`src/rtl/zrd_pkg.sv`:
```
package zrd_pkg;

  typedef enum logic [1:0] {
    SEL_BOTH  = 2'b00,
    SEL_LEFT  = 2'b01,
    SEL_RIGHT = 2'b10,
    SEL_OFF   = 2'b11
  } zsel_e;

endpackage

```
`src/rtl/zrd_run_counter.sv`:
```
module zrd_run_counter #(
  parameter int SAMPLE_W  = 24,
  parameter int RUN_LIMIT = 1024
) (
  input  logic                clk,
  input  logic                rst,
  input  logic                vld,
  input  logic                pcm,
  input  logic [SAMPLE_W-1:0] sample,
  output logic                hit_nxt
);

  localparam int CNT_W = $clog2(RUN_LIMIT + 2);
  localparam logic [CNT_W-1:0] SAT = CNT_W'(RUN_LIMIT + 1);

  logic [CNT_W-1:0] cnt_q;
  logic [CNT_W-1:0] cnt_d;
  logic             is_zero;

  assign is_zero = (sample == '0);

  always_comb begin
    cnt_d = cnt_q;
    if (!pcm) begin
      cnt_d = '0;
    end else if (vld) begin
      if (!is_zero)          cnt_d = '0;
      else if (cnt_q != SAT) cnt_d = cnt_q + 1'b1;
    end
  end

  assign hit_nxt = (cnt_d == SAT);

  always_ff @(posedge clk) begin
    if (rst) cnt_q <= '0;
    else     cnt_q <= cnt_d;
  end

endmodule

```
`src/rtl/zrd_chan_combine.sv`:
```
module zrd_chan_combine
  import zrd_pkg::*;
(
  input  logic       hit_l,
  input  logic       hit_r,
  input  logic [1:0] sel,
  input  logic       force_hi,
  output logic       flag
);

  always_comb begin
    unique case (zsel_e'(sel))
      SEL_BOTH:  flag = hit_l & hit_r;
      SEL_LEFT:  flag = hit_l;
      SEL_RIGHT: flag = hit_r;
      default:   flag = 1'b0;
    endcase
    if (force_hi) flag = 1'b1;
  end

endmodule

```
`src/rtl/audio_zero_flag.sv`:
```
module audio_zero_flag #(
  parameter int SAMPLE_W  = 24,
  parameter int RUN_LIMIT = 1024
) (
  input  logic                clk,
  input  logic                rst,
  input  logic                smp_vld,
  input  logic [SAMPLE_W-1:0] smp_left,
  input  logic [SAMPLE_W-1:0] smp_right,
  input  logic                pcm_mode,
  input  logic [1:0]          chan_sel,
  input  logic                force_hi,
  input  logic                izd_en,
  output logic                zero_flag,
  output logic                mute_req
);

  localparam int NCH = 2;

  logic [SAMPLE_W-1:0] ch_smp [NCH];
  logic [NCH-1:0]      ch_hit;
  logic                flag_d;

  assign ch_smp[0] = smp_left;
  assign ch_smp[1] = smp_right;

  for (genvar c = 0; c < NCH; c++) begin : g_ch
    zrd_run_counter #(
      .SAMPLE_W  (SAMPLE_W),
      .RUN_LIMIT (RUN_LIMIT)
    ) u_run (
      .clk     (clk),
      .rst     (rst),
      .vld     (smp_vld),
      .pcm     (pcm_mode),
      .sample  (ch_smp[c]),
      .hit_nxt (ch_hit[c])
    );
  end

  zrd_chan_combine u_comb (
    .hit_l    (ch_hit[0]),
    .hit_r    (ch_hit[1]),
    .sel      (chan_sel),
    .force_hi (force_hi),
    .flag     (flag_d)
  );

  always_ff @(posedge clk) begin
    if (rst) begin
      zero_flag <= 1'b0;
      mute_req  <= 1'b0;
    end else begin
      zero_flag <= flag_d;
      mute_req  <= flag_d & izd_en;
    end
  end

endmodule

```
`config.mk`:
```
export PLATFORM = sky130hd
export DESIGN_NAME = audio_zero_flag
export DESIGN_NICKNAME = d
export VERILOG_FILES = /design/src/rtl/zrd_pkg.sv /design/src/rtl/zrd_run_counter.sv /design/src/rtl/zrd_chan_combine.sv /design/src/rtl/audio_zero_flag.sv
export SDC_FILE = /design/constraint.sdc
export NUM_CORES = 1
export LEC_CHECK = 0
export ABC_AREA = 1
export BUFFER_PORTS_ARGS = -buffer_cell sky130_fd_sc_hd__buf_2
export CAP_MARGIN = 15
export CORE_AREA = 2 2 61 63
export CTS_BUF_LIST = sky130_fd_sc_hd__clkbuf_16
export DETAILED_ROUTE_END_ITERATION = 12
export DIE_AREA = 0 0 63 65
export GPL_ROUTABILITY_DRIVEN = 0
export PLACE_DENSITY = 0.83
export SLEW_MARGIN = 10
export SYNTH_ARGS = -nofsm -noshare
export SYNTH_HDL_FRONTEND = slang
export SYNTH_SLANG_ARGS = --single-unit
```
`constraint.sdc`:
```
create_clock -name clk -period 2.9 [get_ports clk]
set_input_delay 0.58 -clock clk [delete_from_list [all_inputs] [get_ports clk]]
set_output_delay 0.58 -clock clk [all_outputs]
set_load 0.02 [all_outputs]
```
# After elaboration in Yosys (flattened, before gate mapping)

Cells that the tools add are included.

Word-level logic and storage cells: 27
Input bits: 56
Output and inout port bits: 2
Register bits after elaboration: 24

Muxes and demuxes: 10
Bitwise operators: 2
Add/subtract/negate cells: 2
Reductions and logical operators: 3
Eq/ne operators: 6

Operator list:

| cell                                                             | number |
|---|---|
| 11-bit two-way mux                                               | 8 |
| 24-bit zero test                                                 | 2 |
| 11-bit by 1-bit adder with 11-bit output (second input constant) | 2 |
| 11-bit == test (second input constant)                           | 2 |
| 11-bit != test (second input constant)                           | 2 |
| 1-bit case mux with 3 select lines                               | 1 |
| 1-bit AND                                                        | 2 |
| 2-bit by 1-bit == test with 1-bit output (second input constant) | 1 |
| 2-bit == test (second input constant)                            | 1 |
| 2-bit zero test                                                  | 1 |
| 1-bit two-way mux                                                | 1 |

# Depth between registers and ports, before layout

Word-level depth: 10
Mapped depth: 18
Depth with buffers taken out: 18

# Hierarchy

From an unflattened synthesis, not the netlist that was laid out.

Cell total of the unflattened synthesis: 315
Area total of the unflattened synthesis: 1861.8 µm²

Modules (own cells, without submodules):

| module                          | area each (µm²) | cells each | seq. area each (µm²) | times used |
|---|---|---|---|---|
| zrd_run_counter (g_ch[1].u_run) | 888.4           | 149        | 220.2                | 1 |
| zrd_run_counter (g_ch[0].u_run) | 877.1           | 150        | 220.2                | 1 |
| audio_zero_flag                 | 57.6            | 6          | 40.0                 | 1 |
| zrd_chan_combine                | 38.8            | 10         | 0.0                  | 1 |

# Worst setup path after synthesis

No wires, ideal clock.

Kind: in2reg
Start point: input smp_left[15]
End point: register mute_req
Path buffers: 0
Data arrival time: 1.702 ns
Data required time: 2.775 ns
Setup time: 0.125 ns
Setup slack: 1.073 ns
Stages on the path: 15
Cells stage by stage: nor2_1 -> nand2_1 -> nor2_1 -> nand3_2 -> nand2_1 -> nand2_1 -> a21o_1 -> nand2_1 -> nor2_1 -> nand2_1 -> nand2_1 -> nand2_1 -> nand2_1 -> nand2_1 -> nor2_2

Word-level cells in the longest chain between the ends: 9

RTL lines:

| what                                   | RTL line               | RTL |
|---|---|---|
| start, declared                        | audio_zero_flag.sv:8   | `input logic [SAMPLE_W-1:0] smp_left,` |
| 24-bit zero test (*)                   | zrd_run_counter.sv:20  | `assign is_zero = (sample == '0);` |
| 11-bit two-way mux (*)                 | zrd_run_counter.sv:27  | `if (!is_zero) cnt_d = '0;` |
| 11-bit two-way mux (*)                 | zrd_run_counter.sv:26  | `end else if (vld) begin` |
| 11-bit two-way mux (*)                 | zrd_run_counter.sv:24  | `if (!pcm) begin` |
| 11-bit == test (*)                     | zrd_run_counter.sv:32  | `assign hit_nxt = (cnt_d == SAT);` |
| 1-bit AND                              | zrd_chan_combine.sv:13 | `SEL_BOTH: flag = hit_l & hit_r;` |
| 1-bit case mux with 3 select lines (*) | zrd_chan_combine.sv:12 | `unique case (zsel_e'(sel))` |
| 1-bit two-way mux (*)                  | zrd_chan_combine.sv:18 | `if (force_hi) flag = 1'b1;` |
| 1-bit AND (*)                          | audio_zero_flag.sv:55  | `mute_req <= flag_d & izd_en;` |
| end signal, assigned                   | audio_zero_flag.sv:55  |  |
| end, declared                          | audio_zero_flag.sv:15  | `output logic mute_req` |

Every way passes the cells marked *; elsewhere a longest branch is shown, timed or not.
A chain may end at the register's enable or synchronous reset.

# Final worst setup path

Start point: input smp_vld
End point: register mute_req

Word-level cells in the longest chain between the ends: 7
Elaborated cells on any way between the ends: 10
Classes of those cells: 2 x eq/ne; 6 x mux; 2 x bitwise

RTL lines:

| what                                   | RTL line               | RTL |
|---|---|---|
| start, declared                        | audio_zero_flag.sv:7   | `input logic smp_vld,` |
| 11-bit two-way mux                     | zrd_run_counter.sv:26  |  |
| 11-bit two-way mux                     | zrd_run_counter.sv:24  |  |
| 11-bit == test                         | zrd_run_counter.sv:32  |  |
| 1-bit AND                              | zrd_chan_combine.sv:13 |  |
| 1-bit case mux with 3 select lines (*) | zrd_chan_combine.sv:12 |  |
| 1-bit two-way mux (*)                  | zrd_chan_combine.sv:18 |  |
| 1-bit AND (*)                          | audio_zero_flag.sv:55  |  |

Marks and branches as above.

==> results.md <==
* Core box area at 3496 um2
* Final wirelength at 4.253 mm
* Critical path class: primary input to flop
* Post-DR vias/cell at 4.929
* Post-Syn Area per Cell at 5.667 um2
* 1st-iter DRT viols at 44
* Post-CTS Resized at 0
* Die X at 63 um
* Die area at 4095 um2
* Mapped Cells at 323
* CTS H-tree depth at 1
* Layout cell share with drive strength beyond 1 at 0.2154
* CTS tree: built
* Most frequent cells in the layout: nand2_1 (104), nor2_1 (67), buf_2 (57)
* Fin Setup TNS at 0 ps
* Grt ovf at 0
* RSZ-0062 raised after global routing: false
* Final setup fails at 0
* NumNets Final at 438
* DPL Wire Length at 3.297 mm
* Routed len/inst at 10.03 um
* Period minus WS final at 2016 ps
* Die Y at 65 um
* Arrival time at the worst endpoint at 2220 ps
* Total power at 744.3 uW
* Yosys warning count at 0
* Leading cell type in the layout, fill and taps excluded: nand2_1
* Hold bufs inserted after CTS at 0
* Worst VDD drop at 229.7 uV
* CTS Buf Count at 3
* Vias in the first global route at 1833
* Clock-pin slew on the worst setup and hold paths at 60 ps
* Worst-Margin Slew at 491.2 ps
* Period utilisation layout at 0.6951
* Final hold violation count at 0
* Leak at 0.001118 uW
* Largest net degree at the start of global routing at 29
* Root Driver: clkbuf_16
* Synth Flop Type: dfxtp_1
* CTS Buffer Depth at 2
* Syn Nets at 383
* Starting Density at 0.5236
* Number of synthesized register bits at 24
* Non-Filler Instances at 424
* PD cells at 336.8 nW/um2
* Max cap viols at 0
* Setup bufs post-CTS at 0
* Vias at 2090
* Max_slew headroom at 0.6725
* Async set-reset flop share out of synthesis at 0
* Crit end category: flop
* Class of the worst hold path: flop to flop
* Worst-Skew Late Latency at 260 ps
* CP required at 3100 ps
* Post-synthesis sequential area ratio at 0.2625
* Global-route usage over all layers at 0.2221
* Post-Place Cells at 421
* Count of different cell masters after synthesis at 26
* Antenna violations before repair at 0
* Area grow syn2layout at 20.71%
* Synth Cell Area at 1831 um2
* Port Buffers at 57
* Fmax at 0.4961 GHz
* First-pass DRT Iterations at 4
* Site Rows at 22
* DRT antenna net count at 0
* Ant. Diodes at 0
* Worst-path maximum fanout at 28
* Startpoint types: primary input
* TritonCTS Sinks at 24
* Number of max-slew violations in the final report at 0
* First-pass GRT wire length at 7.507 mm
* Io pins at 58
* Post-synth EDFFs at 0
* # DRC at 0
* Outcome: finished, final reports clean
* Post-route clock skew at 2.568 ps
-- critical path, stage by stage --
cell	delay [ps]
buf_2	400
inv_2	180
nor2_1	230
nand3_1	100
nand2_1	70
nor2_1	40
nand2_1	90
nand3_1	90
nor2_1	100
nand2_1	60
nand2_1	50
nand2_1	60
nand2_1	60
nand2_1	50
nor2_2	60
-- registers in the layout, indices dropped and copies added (netlist names) --
| name | cells |
|---|---|
| g_ch.u_run.cnt_q | 22 |
| zero_flag | 1 |
| mute_req | 1 |
-- layer usage --
layer / part of all wire / GRT usage
met1: 0.48 / 0.3052
met2: 0.41 / 0.3497
met3: 0.096 / 0.03125
met4: 0.016 / 0.08889
met5: 0 / 0
-- cells by family (layout without fill, tap and decap cells) --
group | Yosys count | count (layout) | synth area share
compound gates | 18 | 18 | 0.05673
xor+xnor | 1 | 1 | 0.004786
fa+ha+maj | 4 | 4 | 0.02734
buf+inv | 49 | 102 | 0.1087
flops | 24 | 24 | 0.2625
simple gates | 227 | 227 | 0.5400
-- final cells by class --
class / instances / area [um2]
tap: 48 / 60.06
timing repair buffer: 57 / 285.3
multi-input combinational: 250 / 1151
inverter: 42 / 157.7
sequential: 24 / 480.5
clock buffer: 3 / 75.07
fill: 325 / 1286
-- power breakdown --
part	switching, uW	leakage (uW)	internal (uW)
Sequential	4.53	0.000195	335
Combinational	56.8	0.000887	47.6
Clock	117	0.0000370	183
-- synth_stat cells, types with 2 or more instances --
library cell,instances,share of area
nand2_1,104,0.21
nor2_1,67,0.14
inv_1,36,0.074
nand3_1,26,0.071
dfxtp_1,24,0.26
nand4_1,10,0.034
a21oi_1,9,0.025
inv_2,6,0.012
nand3_2,5,0.027
nor3_1,5,0.014
ha_1,4,0.027
nor2_2,4,0.014
o21ai_0,4,0.011
buf_2,3,0.0082
nor2_4,3,0.018
nand2_2,2,0.0068
o21bai_1,2,0.0082
-- metrics by stage --
stage	instance area [um2]	utilization	hold WS (ps)	worst slack (ps)
5_1_grt	2210	0.6321	553.9	577.4
6_report	2210	0.6321	516.7	884.2
2_1_floorplan	1831	-	491.6	1073
3_3_place_gp	2135	0.6106	515.9	731.0
3_5_place_dp	2135	0.6106	513.9	647.7
4_1_cts	2210	0.6321	522.3	882.2
-- worst paths after layout --
| kind | to | slack (ps) | startpoint | depth (start not counted) |
|---|---|---|---|---|
| max | mute_req | 880 | smp_vld | 15 |
| min | g_ch[1].u_run.cnt_q[7] | 520 | g_ch[1].u_run.cnt_q[7] | 2 |
| max reg2reg | mute_req | 880 | g_ch[1].u_run.cnt_q[0] | 15 |
| min reg2reg | g_ch[1].u_run.cnt_q[7] | 520 | g_ch[1].u_run.cnt_q[7] | 2 |
No activity file was read; power rests on OpenSTA's default activity.
